## config.mk

```make
export PLATFORM = sky130hd
export DESIGN_NAME = muxhost_port
export DESIGN_NICKNAME = d
export VERILOG_FILES = /design/src/rtl/muxhost_pkg.sv /design/src/rtl/muxhost_fifo.sv /design/src/rtl/muxhost_ctrl.sv /design/src/rtl/muxhost_dp.sv /design/src/rtl/muxhost_port.sv
export SDC_FILE = /design/constraint.sdc
export NUM_CORES = 1
export LEC_CHECK = 0
export BUFFER_PORTS_ARGS = -buffer_cell sky130_fd_sc_hd__buf_2
export CORE_MARGIN = 3
export CORE_UTILIZATION = 55
export CTS_BUF_LIST = sky130_fd_sc_hd__clkbuf_2
export DETAILED_ROUTE_END_ITERATION = 7
export PLACE_DENSITY = 0.73
export SLEW_MARGIN = 20
export SYNTH_ARGS = -nofsm -noshare
export SYNTH_HDL_FRONTEND = slang
export SYNTH_SLANG_ARGS = --single-unit
```

## constraint.sdc

```tcl
create_clock -name clk -period 9 [get_ports clk]
set_input_delay 0.9 -clock clk [delete_from_list [all_inputs] [get_ports clk]]
set_output_delay 0.9 -clock clk [all_outputs]
set_load 0.005 [all_outputs]
```

## src/rtl/muxhost_pkg.sv

```systemverilog
package muxhost_pkg;

  typedef enum logic [1:0] {
    SEL_CTRL = 2'b00,
    SEL_DINC = 2'b01,
    SEL_ADDR = 2'b10,
    SEL_DFIX = 2'b11
  } selT;

  typedef enum logic [1:0] {
    MP_IDLE = 2'b00,
    MP_WR   = 2'b01,
    MP_RD   = 2'b10
  } memStT;

  // strobes from control to datapath, all single-cycle
  typedef struct packed {
    logic latchLo;   // stage low halfword of a write
    logic ldCtrl;    // commit control word
    logic ldRdAddr;  // commit read address
    logic ldWrAddr;  // commit write address
    logic pushW;     // queue a data word
    logic incWr;     // step write address
    logic popW;      // write accepted by memory
    logic capWord;   // capture read FIFO head into data word
    logic consume;   // pop read FIFO head and step read address
    logic flushR;    // discard prefetched words
    logic pushR;     // store fetched word
    logic issueWr;   // launch memory write
    logic issueRd;   // launch memory fetch
  } strobeT;

endpackage

```

## src/rtl/muxhost_fifo.sv

```systemverilog
module muxhost_fifo #(
  parameter int W     = 32,
  parameter int DEPTH = 4
) (
  input  logic         clk,
  input  logic         rst,
  input  logic         push,
  input  logic         pop,
  input  logic         flush,
  input  logic [W-1:0] din,
  output logic [W-1:0] head,
  output logic         empty,
  output logic         full
);
  // DEPTH must be a power of two, at least 2
  localparam int PW = $clog2(DEPTH);
  localparam int CW = PW + 1;

  logic [W-1:0]  store [DEPTH];
  logic [PW-1:0] wp, rp;
  logic [CW-1:0] cnt;
  logic          doPush, doPop;

  assign empty  = (cnt == '0);
  assign full   = (cnt == CW'(DEPTH));
  assign doPush = push && !full;
  assign doPop  = pop && !empty;
  assign head   = store[rp];

  always_ff @(posedge clk) begin
    if (doPush && !flush) store[wp] <= din;
  end

  always_ff @(posedge clk) begin
    if (rst || flush) begin
      wp  <= '0;
      rp  <= '0;
      cnt <= '0;
    end else begin
      if (doPush) wp <= wp + 1'b1;
      if (doPop)  rp <= rp + 1'b1;
      case ({doPush, doPop})
        2'b10:   cnt <= cnt + 1'b1;
        2'b01:   cnt <= cnt - 1'b1;
        default: cnt <= cnt;
      endcase
    end
  end

endmodule

```

## src/rtl/muxhost_ctrl.sv

```systemverilog
module muxhost_ctrl
  import muxhost_pkg::*;
(
  input  logic       clk,
  input  logic       rst,
  input  logic       hSel,
  input  logic       hStb,
  input  logic       hRead,
  input  logic [1:0] hCtl,
  input  logic       hHalf,
  input  logic       wEmpty,
  input  logic       wFull,
  input  logic       rEmpty,
  input  logic       rFull,
  input  logic       addrSplit,
  input  logic       addrPick,
  input  logic       memAck,
  output strobeT     st,
  output logic       hReady,
  output logic       memReq,
  output logic       memWe
);

  memStT memSt;
  logic  armed, incMode, dropNext;
  logic  req, isData, okNow, xfer, wrDone, addrWr, rdFirst, fetchOk, ackRd;

  assign req    = hSel && hStb;
  assign isData = hCtl[0];

  always_comb begin
    okNow = 1'b1;
    if (hRead && isData && !hHalf)
      okNow = !rEmpty;
    else if (!hRead && isData && hHalf)
      okNow = (hCtl == SEL_DINC) ? !wFull : wEmpty;
  end

  assign hReady  = !req || okNow;
  assign xfer    = req && okNow;
  assign wrDone  = xfer && !hRead && hHalf;
  assign addrWr  = wrDone && (hCtl == SEL_ADDR);
  assign rdFirst = xfer && hRead && isData && !hHalf;
  assign fetchOk = armed && (incMode ? !rFull : rEmpty);
  assign ackRd   = (memSt == MP_RD) && memAck;

  always_comb begin
    st          = '0;
    st.latchLo  = xfer && !hRead && !hHalf;
    st.ldCtrl   = wrDone && (hCtl == SEL_CTRL);
    st.ldRdAddr = addrWr && (!addrSplit || !addrPick);
    st.ldWrAddr = addrWr && (!addrSplit || addrPick);
    st.pushW    = wrDone && isData;
    st.incWr    = wrDone && (hCtl == SEL_DINC);
    st.capWord  = rdFirst;
    st.consume  = rdFirst && (hCtl == SEL_DINC);
    st.flushR   = st.ldRdAddr || st.pushW;
    st.popW     = (memSt == MP_WR) && memAck;
    st.pushR    = ackRd && !dropNext && !st.flushR;
    st.issueWr  = (memSt == MP_IDLE) && !wEmpty;
    st.issueRd  = (memSt == MP_IDLE) && wEmpty && fetchOk && !st.flushR;
  end

  always_ff @(posedge clk) begin
    if (rst) begin
      memSt <= MP_IDLE;
    end else begin
      case (memSt)
        MP_IDLE: begin
          if (st.issueWr)      memSt <= MP_WR;
          else if (st.issueRd) memSt <= MP_RD;
        end
        default: if (memAck) memSt <= MP_IDLE;
      endcase
    end
  end

  always_ff @(posedge clk) begin
    if (rst) begin
      armed    <= 1'b0;
      incMode  <= 1'b0;
      dropNext <= 1'b0;
    end else begin
      if (st.flushR) begin
        armed <= 1'b0;
      end else if (req && hRead && isData && !hHalf) begin
        armed   <= 1'b1;
        incMode <= (hCtl == SEL_DINC);
      end
      if (ackRd)
        dropNext <= 1'b0;
      else if (st.flushR && memSt == MP_RD)
        dropNext <= 1'b1;
    end
  end

  assign memReq = (memSt != MP_IDLE);
  assign memWe  = (memSt == MP_WR);

endmodule

```

## src/rtl/muxhost_dp.sv

```systemverilog
module muxhost_dp
  import muxhost_pkg::*;
#(
  parameter int HALF_W = 16,
  parameter int WDEPTH = 4,
  parameter int RDEPTH = 4
) (
  input  logic                clk,
  input  logic                rst,
  input  strobeT              st,
  input  logic [1:0]          hCtl,
  input  logic                hHalf,
  input  logic [HALF_W-1:0]   hWdata,
  output logic [HALF_W-1:0]   hRdata,
  input  logic                cpuSetHostIrq,
  input  logic                cpuClrCpuIrq,
  output logic                hostIrq,
  output logic                cpuIrq,
  input  logic [2*HALF_W-1:0] memRdata,
  output logic [2*HALF_W-1:0] memAddr,
  output logic [2*HALF_W-1:0] memWdata,
  output logic                wEmpty,
  output logic                wFull,
  output logic                rEmpty,
  output logic                rFull,
  output logic                addrSplit,
  output logic                addrPick
);
  localparam int WORD_W = 2 * HALF_W;
  localparam int WENT_W = 2 * WORD_W;

  logic [HALF_W-1:0] stageLo;
  logic [WORD_W-1:0] newWord, rdAddr, wrAddr, pfAddr, dataWord, rHead, addrView;
  logic [WENT_W-1:0] wHead;
  logic [HALF_W-1:0] ctrlLo;

  assign newWord = {hWdata, stageLo};

  always_ff @(posedge clk) begin
    if (rst) begin
      stageLo   <= '0;
      hostIrq   <= 1'b0;
      cpuIrq    <= 1'b0;
      addrSplit <= 1'b0;
      addrPick  <= 1'b0;
      rdAddr    <= '0;
      wrAddr    <= '0;
      pfAddr    <= '0;
      dataWord  <= '0;
      memAddr   <= '0;
      memWdata  <= '0;
    end else begin
      if (st.latchLo) stageLo <= hWdata;

      if (cpuSetHostIrq)                  hostIrq <= 1'b1;
      else if (st.ldCtrl && stageLo[0])   hostIrq <= 1'b0;
      if (st.ldCtrl && stageLo[1])        cpuIrq  <= 1'b1;
      else if (cpuClrCpuIrq)              cpuIrq  <= 1'b0;
      if (st.ldCtrl) begin
        addrSplit <= stageLo[2];
        addrPick  <= stageLo[3];
      end

      if (st.ldRdAddr)      rdAddr <= newWord;
      else if (st.consume)  rdAddr <= rdAddr + 1'b1;

      if (st.ldWrAddr)      wrAddr <= newWord;
      else if (st.incWr)    wrAddr <= wrAddr + 1'b1;

      if (st.ldRdAddr)      pfAddr <= newWord;
      else if (st.flushR)   pfAddr <= rdAddr;
      else if (st.issueRd)  pfAddr <= pfAddr + 1'b1;

      if (st.capWord) dataWord <= rHead;

      if (st.issueWr) begin
        memAddr  <= wHead[WENT_W-1:WORD_W];
        memWdata <= wHead[WORD_W-1:0];
      end else if (st.issueRd) begin
        memAddr  <= pfAddr;
      end
    end
  end

  muxhost_fifo #(.W(WENT_W), .DEPTH(WDEPTH)) u_wfifo (
    .clk   (clk),
    .rst   (rst),
    .push  (st.pushW),
    .pop   (st.popW),
    .flush (1'b0),
    .din   ({wrAddr, newWord}),
    .head  (wHead),
    .empty (wEmpty),
    .full  (wFull)
  );

  muxhost_fifo #(.W(WORD_W), .DEPTH(RDEPTH)) u_rfifo (
    .clk   (clk),
    .rst   (rst),
    .push  (st.pushR),
    .pop   (st.consume),
    .flush (st.flushR),
    .din   (memRdata),
    .head  (rHead),
    .empty (rEmpty),
    .full  (rFull)
  );

  assign ctrlLo   = {{(HALF_W-4){1'b0}}, addrPick, addrSplit, cpuIrq, hostIrq};
  assign addrView = (addrSplit && addrPick) ? wrAddr : rdAddr;

  always_comb begin
    case (selT'(hCtl))
      SEL_CTRL: hRdata = hHalf ? '0 : ctrlLo;
      SEL_ADDR: hRdata = hHalf ? addrView[WORD_W-1:HALF_W] : addrView[HALF_W-1:0];
      default:  hRdata = hHalf ? dataWord[WORD_W-1:HALF_W] : rHead[HALF_W-1:0];
    endcase
  end

endmodule

```

## src/rtl/muxhost_port.sv

```systemverilog
module muxhost_port
  import muxhost_pkg::*;
#(
  parameter int HALF_W = 16,
  parameter int WDEPTH = 4,
  parameter int RDEPTH = 4
) (
  input  logic                clk,
  input  logic                rst,
  input  logic                hSel,
  input  logic                hStb,
  input  logic                hRead,
  input  logic [1:0]          hCtl,
  input  logic                hHalf,
  input  logic [HALF_W-1:0]   hWdata,
  output logic [HALF_W-1:0]   hRdata,
  output logic                hReady,
  output logic                hIrq,
  input  logic                cpuSetHostIrq,
  input  logic                cpuClrCpuIrq,
  output logic                cpuIrq,
  output logic                memReq,
  output logic                memWe,
  output logic [2*HALF_W-1:0] memAddr,
  output logic [2*HALF_W-1:0] memWdata,
  input  logic [2*HALF_W-1:0] memRdata,
  input  logic                memAck
);

  strobeT st;
  logic   wEmpty, wFull, rEmpty, rFull, addrSplit, addrPick;

  muxhost_ctrl u_ctrl (
    .clk       (clk),
    .rst       (rst),
    .hSel      (hSel),
    .hStb      (hStb),
    .hRead     (hRead),
    .hCtl      (hCtl),
    .hHalf     (hHalf),
    .wEmpty    (wEmpty),
    .wFull     (wFull),
    .rEmpty    (rEmpty),
    .rFull     (rFull),
    .addrSplit (addrSplit),
    .addrPick  (addrPick),
    .memAck    (memAck),
    .st        (st),
    .hReady    (hReady),
    .memReq    (memReq),
    .memWe     (memWe)
  );

  muxhost_dp #(.HALF_W(HALF_W), .WDEPTH(WDEPTH), .RDEPTH(RDEPTH)) u_dp (
    .clk           (clk),
    .rst           (rst),
    .st            (st),
    .hCtl          (hCtl),
    .hHalf         (hHalf),
    .hWdata        (hWdata),
    .hRdata        (hRdata),
    .cpuSetHostIrq (cpuSetHostIrq),
    .cpuClrCpuIrq  (cpuClrCpuIrq),
    .hostIrq       (hIrq),
    .cpuIrq        (cpuIrq),
    .memRdata      (memRdata),
    .memAddr       (memAddr),
    .memWdata      (memWdata),
    .wEmpty        (wEmpty),
    .wFull         (wFull),
    .rEmpty        (rEmpty),
    .rFull         (rFull),
    .addrSplit     (addrSplit),
    .addrPick      (addrPick)
  );

endmodule

```

Word level (Yosys, flattened, before mapping)
Memories as Yosys holds them, arrays and structs flattened. A register that Yosys moved wholly into a read port is not among the register bits.
Cells that the tools add are included.

storage, ports and cells
  flip-flop bits (word level) = 231
  bits of input ports = 59
  output and inout port bits = 85
  bits in writable memories = 384
  word-level logic and storage cells = 156
  bits in latches = 0
  ROM bits = 0
  memories kept = 2

operators by class
  $mul = 0
  divide/modulo/power cells = 0
  eq/ne operators = 11
  bitwise logic cells = 1
  magnitude comparators = 0
  reduce and logical (&&, ||, !) cells = 74
  add/sub/neg operators = 11
  shifts and indexed selects = 0
  multiplexer cells = 36

memory list
  memory              depth  width  read ports  clocked after Yosys merged registers in  wr ports  RTL line            text
  u_dp.u_wfifo.store  4      64     1           1                                        1         muxhost_fifo.sv:19  logic [W-1:0] store [DEPTH];
  u_dp.u_rfifo.store  4      32     1           1                                        1         muxhost_fifo.sv:19

operators with widths
  kind                                              number
  two-way mux 32 bit                                10
  adder 32 x 1 -> 32 bit, second input constant     3
  logical AND 1 bit                                 40
  two-way mux 16 bit                                2
  case mux 16 bit (2 select lines)                  1
  nonzero test 2 bit                                9
  two-way mux 2 bit                                 8
  two-way mux 1 bit                                 12
  case mux 3 bit (2 select lines)                   2
  logical NOT 1 bit                                 11
  adder 2 x 1 -> 2 bit, second input constant       4
  == test 2 x 1 -> 1 bit, second input constant     4
  == test 2 bit, second input constant              4
  adder 3 x 1 -> 3 bit, second input constant       2
  == test 3 bit, second input constant              2
  logical NOT 3 bit                                 2
  subtractor 3 x 1 -> 3 bit, second input constant  2
  logical OR 1 bit                                  5
  logical NOT 2 bit                                 2
  two-way mux 4 bit                                 1
  AND reduction 2 bit                               2
  OR reduction 2 bit                                2
  inequality test 3 bit, second input constant      1
  nonzero test 3 bit                                1
  NOT 1 bit                                         1

Longest topological paths before layout
  depth after elaboration = 17
  mapped depth = 16
  mapped depth without buffers = 13

Hierarchy
From an unflattened synthesis, not the netlist that was laid out.

second synthesis, totals
  cell total of the unflattened synthesis = 1,887
  area total of the unflattened synthesis = 25,707.2 um^2

modules (own cells, without submodules)
  module                        area an instance (um^2)  times used  cells an instance
  muxhost_dp                    10,342.4                 1           1,218
  muxhost_fifo at u_dp.u_wfifo  9,788.1                  1           389
  muxhost_fifo at u_dp.u_rfifo  5,147.4                  1           222
  muxhost_ctrl                  429.2                    1           58

Worst setup path before layout
Ideal clock, no wire load.

  path type = input to register
  start point = input port hSel
  end point = memory u_dp.u_wfifo.store[0][0] (netlist name), enable pin
  cell stages on the path = 7
  path buffers = 4
  setup slack = 5.046 ns
  library setup time = 0.429 ns
  arrival = 3.524 ns
  cells stage by stage = and3_1 buf_2 and4_1 buf_6 clkbuf_1 buf_2 and2_1

on the way
  word-level cells in the longest chain between the ends = 8

RTL lines
  element                                  RTL line            text
  from (decl)                              muxhost_port.sv:10  input logic hSel,
  logical AND 1 bit                        muxhost_ctrl.sv:28  assign req = hSel && hStb;
  logical AND 1 bit                        muxhost_ctrl.sv:40  assign xfer = req && okNow;
  logical AND 1 bit (2 in series)          muxhost_ctrl.sv:41  assign wrDone = xfer && !hRead && hHalf;
  logical AND 1 bit                        muxhost_ctrl.sv:53  st.pushW = wrDone && isData;
  logical AND 1 bit                        muxhost_fifo.sv:26  assign doPush = push && !full;
  two-way mux 1 bit                        muxhost_fifo.sv:31  if (doPush && !flush) store[wp] <= din;
  two-way mux 1 bit (not written as such)  muxhost_fifo.sv:31
  to (decl)                                muxhost_fifo.sv:19

No other way between the ends.

Worst setup path in the final report
  start point = register u_dp.addrPick
  end point = output port hRdata[1]

on the way
  word-level cells in the longest chain between the ends = 4

RTL lines
  element                           RTL line            text
  from (decl)                       muxhost_dp.sv:27    output logic addrPick
  from (signal assigned)            muxhost_dp.sv:61    addrPick <= stageLo[3];
  logical AND 1 bit                 muxhost_dp.sv:110   assign addrView = (addrSplit && addrPick) ? wrAddr : rdAddr;
  two-way mux 32 bit                muxhost_dp.sv:110
  two-way mux 16 bit                muxhost_dp.sv:115   SEL_ADDR: hRdata = hHalf ? addrView[WORD_W-1:HALF_W] : addrView[HALF_W-1:0];
  case mux 16 bit (2 select lines)  muxhost_dp.sv:113   case (selT'(hCtl))
  to (decl)                         muxhost_port.sv:16  output logic [HALF_W-1:0] hRdata,

No other way between the ends.

==> results by group <==
Critical path
  • FF-to-FF path depth: 13
  • Crit path launch type: flop
  • Capturing point of the worst reg2reg path: u_dp.u_rfifo.cnt[1]
  • FF-to-FF Start: u_dp.u_wfifo.cnt[2]
  • Slowest-stage cell, CP: and2_1
  • CP Buf/Inv Count: 1
  • Critical path type: flop to output port
  • CP Cell Sequence: and2_1, nand2_1, a311oi_1, nor3_1, a21oi_1, buf_2
  • Req. time, crit path: 8100 ps
  • CP Launch Point: u_dp.addrPick
  • FF-to-FF setup slack: around 5400 ps
  • Crit path DAT: about 3700 ps
  • Critical path endpoint category: output port
  • CP max stage delay: a little over 800 ps
  • Critical Path Fanout Max: 21
  • Crit-path leading delay family: simple AND/OR/NAND/NOR gates

Global routing
  • Overflow after GRT: 0
  • Vias in the first global route: 18,200
  • Overall Global Routing Usage: 0.286
  • Largest net degree at the start of global routing: 76
  • Initial antenna violation count: 5
  • First-pass GRT wire length: approximately 110 mm

Detailed routing
  • DR vias: approximately 18,000
  • First-pass detailed-route iteration total: 7
  • Routed len/inst: around 24 um
  • DRT Wirelength: about 70 mm
  • Initial DRC count: between 1,500 and 2,000
  • Via density per instance: slightly above 6
  • Post-DRT Antenna Nets: 0
  • Drt drc: 0

Finish
  • Layout cells sized above 1: 0.245
  • Final instance area: 0.0287 mm^2
  • NumNets Final: around 2,300
  • End-of-flow core utilization: 0.629
  • Most common cell after layout, fill and taps aside: edfxtp_1
  • Most frequent cells in the layout: edfxtp_1 (384), nand2_1 (274), clkbuf_2 (223)
  • FILL cells: 3,463
  • Area grow syn2layout: 12.3%

Power
  • Leak pwr: around 0.0097 uW
  • Peak VDD IR: 0.145 mV
  • Int Pwr: ~3800 uW
  • Pwr Density: 175 mW/mm^2
  • Sw Ratio: 0.246
  • Clock share of power: 0.373
  • P_sw: 1240 uW
  • Logic pwr share: 0.036
  • Sequential share of power: 0.591
  • Total Power: 5030 uW

Place
  • GP Congestion: 1.00
  • PortBufs: roughly 140
  • Placement Cell Area: 0.0267 mm^2
  • HPWL Detailed: roughly 45 mm

Synth
  • Post-Syn Area: approximately 0.026 mm^2
  • Top cell type's share of synthesized area: 0.452
  • Mapped Avg Cell Area: about 13 um^2
  • Number of synthesized register bits: between 600 and 700
  • Post-synth cell types: 81
  • Largest area contributor in the netlist: edfxtp_1
  • Prevailing post-synth register cell: edfxtp_1
  • EDFF count, synth: around 380
  • Area contributors post-synth: edfxtp_1 (45%), dfxtp_1 (17%), mux4_2 (9.5%)
  • Synth Warn #: 0
  • Synthesized instance count: around 2,000
  • Async SR Flop Fraction: 0
  • Register area share after synthesis: 0.623
  • Syn nets: a little over 2,000

STA
  • Worst-Margin Slew: approximately 1100 ps
  • Min cycle time layout: 4630 ps
  • Max Slew Vio Count: 0
  • Unrepaired setup endpoints after global routing: false
  • Final period utilization: 0.515
  • Final setup TNS: 0 ps
  • Max-slew headroom: 0.267
  • Final Hold Fails: 0
  • # setup viols final: 0
  • Clk_skew: 101 ps
  • Timing-limited maximum frequency: around 220 MHz

Job
  • Max Cap Violations: 0

CTS
  • Num CTS Buffers: roughly 150
  • H-tree level count: 4
  • CTS tree: built
  • Clock Path Buffers: 3
  • Later-pin clock latency in the skew report: about 1300 ps
  • Num Clock Sinks: 603
  • CTS root buf: clkbuf_2
  • Clock Pin Slew Worst Setup and Hold Paths: 120 ps

Floorplanning
  • FP Rows: slightly below 80
  • Core area: between 0.04 and 0.05 mm^2
  • # IOs: between 100 and 150
  • Initial core utilization: 0.560
  • Die X: between 200 and 250 um
  • Full die area: 0.0491 mm^2
  • Die H: between 200 and 250 um

Outcome
  • Outcome: complete, no violations

Hold path
  • Hold Crit Class: input pin to flop
  • Hold_sp: hSel
  • WHS Path Cells: 5
  • WHS Endpoint: u_dp.stageLo[14]
## worst register-to-register path: stages, from the launching register on
cell and delay, ps:
dfxtp_1 400, or3b_4 420, and4_1 180, buf_4 250, inv_2 650, nand2_1 270
nor2_1 330, inv_1 90, ha_1 240, inv_1 90, fa_1 420, nor2_1 100
a21oi_1 50, nor2_1 90
## synth_stat cells (all sizes together) (15+ instances only)
cell type,instances
xor2,24
a31oi,30
inv,33
and3,22
edfxtp,384
and2,19
dfxtp,219
and4,15
clkbuf,72
mux4,108
or3,23
nand2,275
nand4,36
a21oi,123
o21ai,39
nand3,45
buf,61
a311oi,47
a211oi,22
nor2,139
nor3,28
xnor2,28
## registers in the layout (all words and copies together) (netlist names), 16 cells and up, named ones only
| signal | cells |
|---|---|
| u_dp.dataWord | 16 |
| u_dp.memAddr | 32 |
| u_dp.memWdata | 32 |
| u_dp.pfAddr | 32 |
| u_dp.rdAddr | 32 |
| u_dp.stageLo | 16 |
| u_dp.u_rfifo.store | 128 |
| u_dp.u_wfifo.store | 256 |
| u_dp.wrAddr | 32 |
## power groups by stage
stage	combinational, uW	sequential, uW	clock, uW
2_1_floorplan	88.5	3020	0
3_3_place_gp	153	3030	0
3_5_place_dp	157	3030	0
4_1_cts	177	2970	1910
5_1_grt	192	2970	2080
6_report	179	2970	1880
## repair_timing
action,CTS,global route
hold endpoints to repair,276,0
gates resized for setup,0,0
hold buffers,59,0
setup buffers,0,0
## stage by stage
step | hold WS [ps] | setup slack (ps) | std cells
after floorplan | 432 | 5050 | 1971
after global placement | 440 | 4560 | 2608
after detailed placement | 446 | 4440 | 2609
after CTS | 0.911 | 4290 | 2941
after global routing | 58.9 | 4060 | 2946
final | 137 | 4370 | 2947
## cell type report
class	count	area, um^2	area share
multi-input combinational	1202	8920	0.311
clock inverter	50	303	0.0106
antenna	6	15.0	0.000523
inverter	33	124	0.00432
timing repair buffer	230	1530	0.0534
clock buffer	223	1120	0.0389
tap	600	751	0.0262
sequential	603	15900	0.555
## worst max-delay path by stage
stage / end / slack, ps / depth (start not counted)
floorplan: u_dp.u_wfifo.store[0][0] / 5050 / 7
global placement: u_dp.u_rfifo.cnt[2] / 4560 / 16
detailed placement: u_dp.u_rfifo.cnt[2] / 4440 / 16
CTS: hRdata[0] / 4290 / 6
global route: hRdata[0] / 4060 / 6
finish: hRdata[1] / 4370 / 6
## per-layer routing
| metal | GRT usage | wire (um) | part of all wire |
|---|---|---|---|
| met1 | 0.371 | 26900 | 0.38 |
| met4 | 0.156 | 3350 | 0.048 |
| met5 | 0 | 13 | 0.00018 |
| met3 | 0.0654 | 6580 | 0.093 |
| met2 | 0.452 | 33600 | 0.48 |
## cell families (layout without fill, tap and decap cells)
family | count (synthesis) | after routing | synth area share
xor gates and xnor gates | 52 | 52 | 0.0178
adders and majority gates | 15 | 15 | 0.00794
and+or+nand+nor | 657 | 657 | 0.127
AOI/OAI and AO/OA | 343 | 343 | 0.0886
other | 0 | 6 | 0
buffers and inverters | 166 | 536 | 0.0285
DFF | 603 | 603 | 0.623
muxes | 135 | 135 | 0.107
Note: power is estimated with default switching activity, not from simulation.
